$ cat config.mk
export PLATFORM = sky130hd
export DESIGN_NAME = irq_status_unit
export DESIGN_NICKNAME = d
export VERILOG_FILES = /design/src/rtl/irq_status_pkg.sv /design/src/rtl/irq_flag_bank.sv /design/src/rtl/irq_mask_reg.sv /design/src/rtl/irq_read_mux.sv /design/src/rtl/irq_status_unit.sv
export SDC_FILE = /design/constraint.sdc
export NUM_CORES = 1
export LEC_CHECK = 0
export ABC_AREA = 1
export BUFFER_PORTS_ARGS = -buffer_cell sky130_fd_sc_hd__buf_2
export CORE_AREA = 2 2 51 53
export DETAILED_ROUTE_END_ITERATION = 12
export DIE_AREA = 0 0 53 55
export HOLD_SLACK_MARGIN = 0.15
export PLACE_DENSITY = 0.85
export SLEW_MARGIN = 0
export SYNTH_ARGS = -nofsm -noshare
export SYNTH_HDL_FRONTEND = slang
export SYNTH_SLANG_ARGS = --single-unit
$ cat constraint.sdc
create_clock -name clk -period 0.8 [get_ports clk]
set_input_delay 0.08 -clock clk [delete_from_list [all_inputs] [get_ports clk]]
set_output_delay 0.08 -clock clk [all_outputs]
set_load 0.01 [all_outputs]
$ cat src/rtl/irq_status_pkg.sv
package irq_status_pkg;

    localparam int NUM_CH_DEF = 4;
    localparam int DATA_W     = 32;
    localparam int ADDR_W     = 4;

    typedef enum logic [ADDR_W-1:0] {
        REG_PENDING = 4'h0,
        REG_ENABLE  = 4'h4,
        REG_MSTATUS = 4'h8
    } reg_addr_e;

    typedef struct packed {
        logic [ADDR_W-1:0] addr;
        logic              we;
        logic [DATA_W-1:0] wdata;
    } bus_req_t;

    function automatic logic hits(input bus_req_t req, input reg_addr_e target);
        return req.we && (req.addr == target);
    endfunction

endpackage

$ cat src/rtl/irq_flag_bank.sv
module irq_flag_bank
    import irq_status_pkg::*;
#(
    parameter int NUM_CH = NUM_CH_DEF
) (
    input  logic              clk,
    input  logic              rst,
    input  logic [NUM_CH-1:0] set_vec,
    input  logic [NUM_CH-1:0] clr_vec,
    output logic [NUM_CH-1:0] flags
);

    for (genvar ch = 0; ch < NUM_CH; ch++) begin : g_flag
        always_ff @(posedge clk) begin
            if (rst)
                flags[ch] <= 1'b0;
            else if (set_vec[ch])
                flags[ch] <= 1'b1;   // set has priority: no event is lost
            else if (clr_vec[ch])
                flags[ch] <= 1'b0;
        end
    end

endmodule

$ cat src/rtl/irq_mask_reg.sv
module irq_mask_reg
    import irq_status_pkg::*;
#(
    parameter int NUM_CH = NUM_CH_DEF
) (
    input  logic              clk,
    input  logic              rst,
    input  logic              load,
    input  logic [NUM_CH-1:0] din,
    output logic [NUM_CH-1:0] mask
);

    always_ff @(posedge clk) begin
        if (rst)
            mask <= '0;
        else if (load)
            mask <= din;
    end

endmodule

$ cat src/rtl/irq_read_mux.sv
module irq_read_mux
    import irq_status_pkg::*;
#(
    parameter int NUM_CH = NUM_CH_DEF
) (
    input  logic [ADDR_W-1:0] addr,
    input  logic [NUM_CH-1:0] pending,
    input  logic [NUM_CH-1:0] mask,
    input  logic [NUM_CH-1:0] mstatus,
    output logic [DATA_W-1:0] rdata
);

    always_comb begin
        rdata = '0;
        if (addr == REG_PENDING)
            rdata[NUM_CH-1:0] = pending;
        else if (addr == REG_ENABLE)
            rdata[NUM_CH-1:0] = mask;
        else if (addr == REG_MSTATUS)
            rdata[NUM_CH-1:0] = mstatus;
    end

endmodule

$ cat src/rtl/irq_status_unit.sv
module irq_status_unit
    import irq_status_pkg::*;
#(
    parameter int NUM_CH = NUM_CH_DEF
) (
    input  logic              clk,
    input  logic              rst,
    input  logic [NUM_CH-1:0] set_pulse,
    input  logic [ADDR_W-1:0] bus_addr,
    input  logic              bus_we,
    input  logic [DATA_W-1:0] bus_wdata,
    output logic [DATA_W-1:0] bus_rdata,
    output logic [NUM_CH-1:0] irq_out
);

    localparam int CH_W = NUM_CH;

    bus_req_t          req;
    logic [CH_W-1:0]   clr_vec;
    logic              mask_load;
    logic [CH_W-1:0]   raw_q;
    logic [CH_W-1:0]   mask_q;
    logic [CH_W-1:0]   mstatus;

    assign req       = '{addr: bus_addr, we: bus_we, wdata: bus_wdata};
    assign clr_vec   = hits(req, REG_MSTATUS) ? req.wdata[CH_W-1:0] : '0;
    assign mask_load = hits(req, REG_ENABLE);
    assign mstatus   = raw_q & mask_q;
    assign irq_out   = mstatus;

    irq_flag_bank #(.NUM_CH(CH_W)) u_flags (
        .clk     (clk),
        .rst     (rst),
        .set_vec (set_pulse),
        .clr_vec (clr_vec),
        .flags   (raw_q)
    );

    irq_mask_reg #(.NUM_CH(CH_W)) u_mask (
        .clk  (clk),
        .rst  (rst),
        .load (mask_load),
        .din  (req.wdata[CH_W-1:0]),
        .mask (mask_q)
    );

    irq_read_mux #(.NUM_CH(CH_W)) u_rmux (
        .addr    (bus_addr),
        .pending (raw_q),
        .mask    (mask_q),
        .mstatus (mstatus),
        .rdata   (bus_rdata)
    );

endmodule

==> flow_summary.toml <==
[clocking]
worstSkewPairLatency_ns = 0.24
clockBufferDepth = 2
cts_sinks = 8
clkTransAtPathRegs_ns = 0.05
cts_tree = "done"
htreeDepth = 1
cts-hold-fix-buffers = 4
cts-root-buf = "clkbuf_4"
cts_buffers = 3

[final_layout]
antenna_cells = 0
fin_area_um2 = 912
syn2layout_area_growth_pct = 33.5
drive_above_1_share_pct = 38.6
fillers = 271
nets = 185

[drt]
drt_iter0_markers = 5
finalWirelength_um = 1360
dr.pass1.iters = 4
route.detailed.drc = 0
final_antenna_net_count = 0
drt-wirelength-per-cell_um = 8.00
routed-via-count = 642
viasPerCell = 3.78

[timing]
fmax_mhz = 938
hold_slack_ns = 0.0938
fin_crit_sh_pct = 133
period_minus_slack_ns = 1.07
setup_viol = 8
skew_ns = 0
rsz0062_at_grt = "true"
setup_ws_ns = -0.266
drv_slew = 0
hold_viol = 0

[grt]
grt-ovfl-total = 0
grt_max_degree = 9
grt_pass1_wl_um = 2130
antenna_found_initial = 0
grt_pass1_vias = 551
grt_usage_pct = 9.99

[min_path]
hold_path_class = "input port to flip-flop"
hold_start = "rst"

[floorplan]
initial_utilization_pct = 28.9
row_count = 18
die_x_um = 53
core_area_mm2 = 0.00236
die-area_mm2 = 0.00292
num_io_pins = 79
die_h_um = 55

[logic_synthesis]
synth_top_area_cell = "buf_4"
syn_area_per_cell_um2 = 6.33
yosysWarningCount = 0
synth_top_area_share_pct = 30.8
ys_seq_area_share_pct = 23.4
synth_area_um2 = 683
syn_inst = 108
ys_types = 14
ys_ff_latch = 8
synth.area.top_cells = "buf_4 (31%), dfxtp_1 (23%), nand2_1 (13%)"

[worst_setup_path]
cp.required_ns = 0.72
max_stage_delay_ns = 0.36
critical_path_buf_inv_count = 2
worstReg2RegStart = "u_mask.mask[3]$_SDFFE_PP0P_"
crit_path_top_delay_cell = "dfxtp_2"
crit_path_start = "u_flags.flags[3]$_SDFFE_PP0P_"
worstPathMaxFanout = 3
endpoint_kind = "output pin"
arrival_ns = 0.99
criticalPathCategory = "flip-flop to output pin"
startpoint_type = "flip-flop"
critical_path.top_delay_family = "flip-flops"
cp_cell_sequence = "nand2_2, inv_2, nand2_1, nand3_1, buf_2"

[outcome]
outcome = "finished, violations left"
violations = "setup timing"

[place]
dp_hpwl_um = 1110
gp_congestion = 0.749
port_buffers = 22
postPlaceCellArea_um2 = 748

[power_and_ir_drop]
p_leak_uw = 0.000514
power_density_mw_per_mm2 = 1050
ir_drop_mv = 0.626

[flow_run]
cap_viol_max_count = 0
[worst paths after layout]
kind | to | slack, ns | cells after the start
max | bus_rdata[3] | -0.27 | 5
max reg2reg | u_mask.mask[3]$_SDFFE_PP0P_ | 0.11 | 4
min | u_flags.flags[3]$_SDFFE_PP0P_ | 0.09 | 2
min reg2reg | u_flags.flags[1]$_SDFFE_PP0P_ | 0.48 | 2
[flip-flops by register name, summed over array words and instances (netlist names)]
signal	count
u_mask.mask	4
u_flags.flags	4
[per-layer routing]
layer  wire (µm)  GRT usage, %
met1         523          10.4
met2         695          17.1
met3         136          3.49
met4           5          6.84
met5           0             0
[cells by family (layout without fill, tap and decap cells)]
logic type | count (synthesis) | after routing | share of synthesized area [%]
other cells | 1 | 28 | 0.549
flops | 8 | 8 | 23.4
simple gates | 47 | 47 | 31.3
compound gates | 4 | 4 | 2.93
buf+inv | 48 | 53 | 41.8
[synthesized netlist by cell type]
| cell type | number |
|---|---|
| nand3_1 | 4 |
| inv_2 | 1 |
| a21oi_1 | 4 |
| nand3_2 | 1 |
| nor2_1 | 6 |
| buf_4 | 28 |
| nor3_1 | 7 |
| nand4_1 | 4 |
| buf_1 | 1 |
| nand2_1 | 24 |
| inv_1 | 18 |
| nor2_4 | 1 |
| conb_1 | 1 |
| dfxtp_1 | 8 |
[placed cells by master (no fill, tap or decap), types with 3 or more instances in the layout]
| cell type | count |
|---|---|
| a21oi_1 | 4 |
| buf_2 | 17 |
| buf_4 | 3 |
| buf_6 | 7 |
| clkbuf_4 | 3 |
| conb_1 | 28 |
| dfxtp_2 | 8 |
| dlygate4sd3_1 | 4 |
| inv_1 | 14 |
| inv_2 | 5 |
| nand2_1 | 20 |
| nand2_2 | 4 |
| nand3_1 | 3 |
| nand4_1 | 4 |
| nor2_1 | 5 |
| nor3_1 | 4 |
[cell type report]
class	instances	area, µm²	area share [%]
multi-input combinational	79	384	42.1
timing repair buffer	31	226	24.8
sequential	8	170	18.7
inverter	19	71.3	7.82
tap	30	37.5	4.12
clock buffer	3	22.5	2.47
[per-stage QoR]
step	cells	total power (µW)	utilization (%)	setup TNS, ns	setup slack, ns
after floorplan	135	659	-	0	0.0553
after global placement	160	624	31.6	-1.27	-0.170
after detailed placement	160	628	31.6	-1.53	-0.195
after CTS	168	954	35.9	-1.52	-0.261
after global routing	170	1030	38.6	-1.86	-0.332
final	170	958	38.6	-1.40	-0.266
[report_power, final]
group	switching, µW	leakage [µW]	internal [µW]
Clock	119	0.0000138	170
Sequential	18.0	0.0000686	423
Combinational	145	0.000431	83.0
Total	282	0.000514	676
[timing repair]
| item | CTS | global route |
|---|---|---|
| gates resized for setup | 14 | 13 |
| endpoints found under the hold margin | 8 | 8 |
| setup endpoints to repair | 8 | 8 |
| pin swaps | 0 | 2 |
| setup buffers | 1 | 2 |
Note: power is estimated with default switching activity, not from simulation.
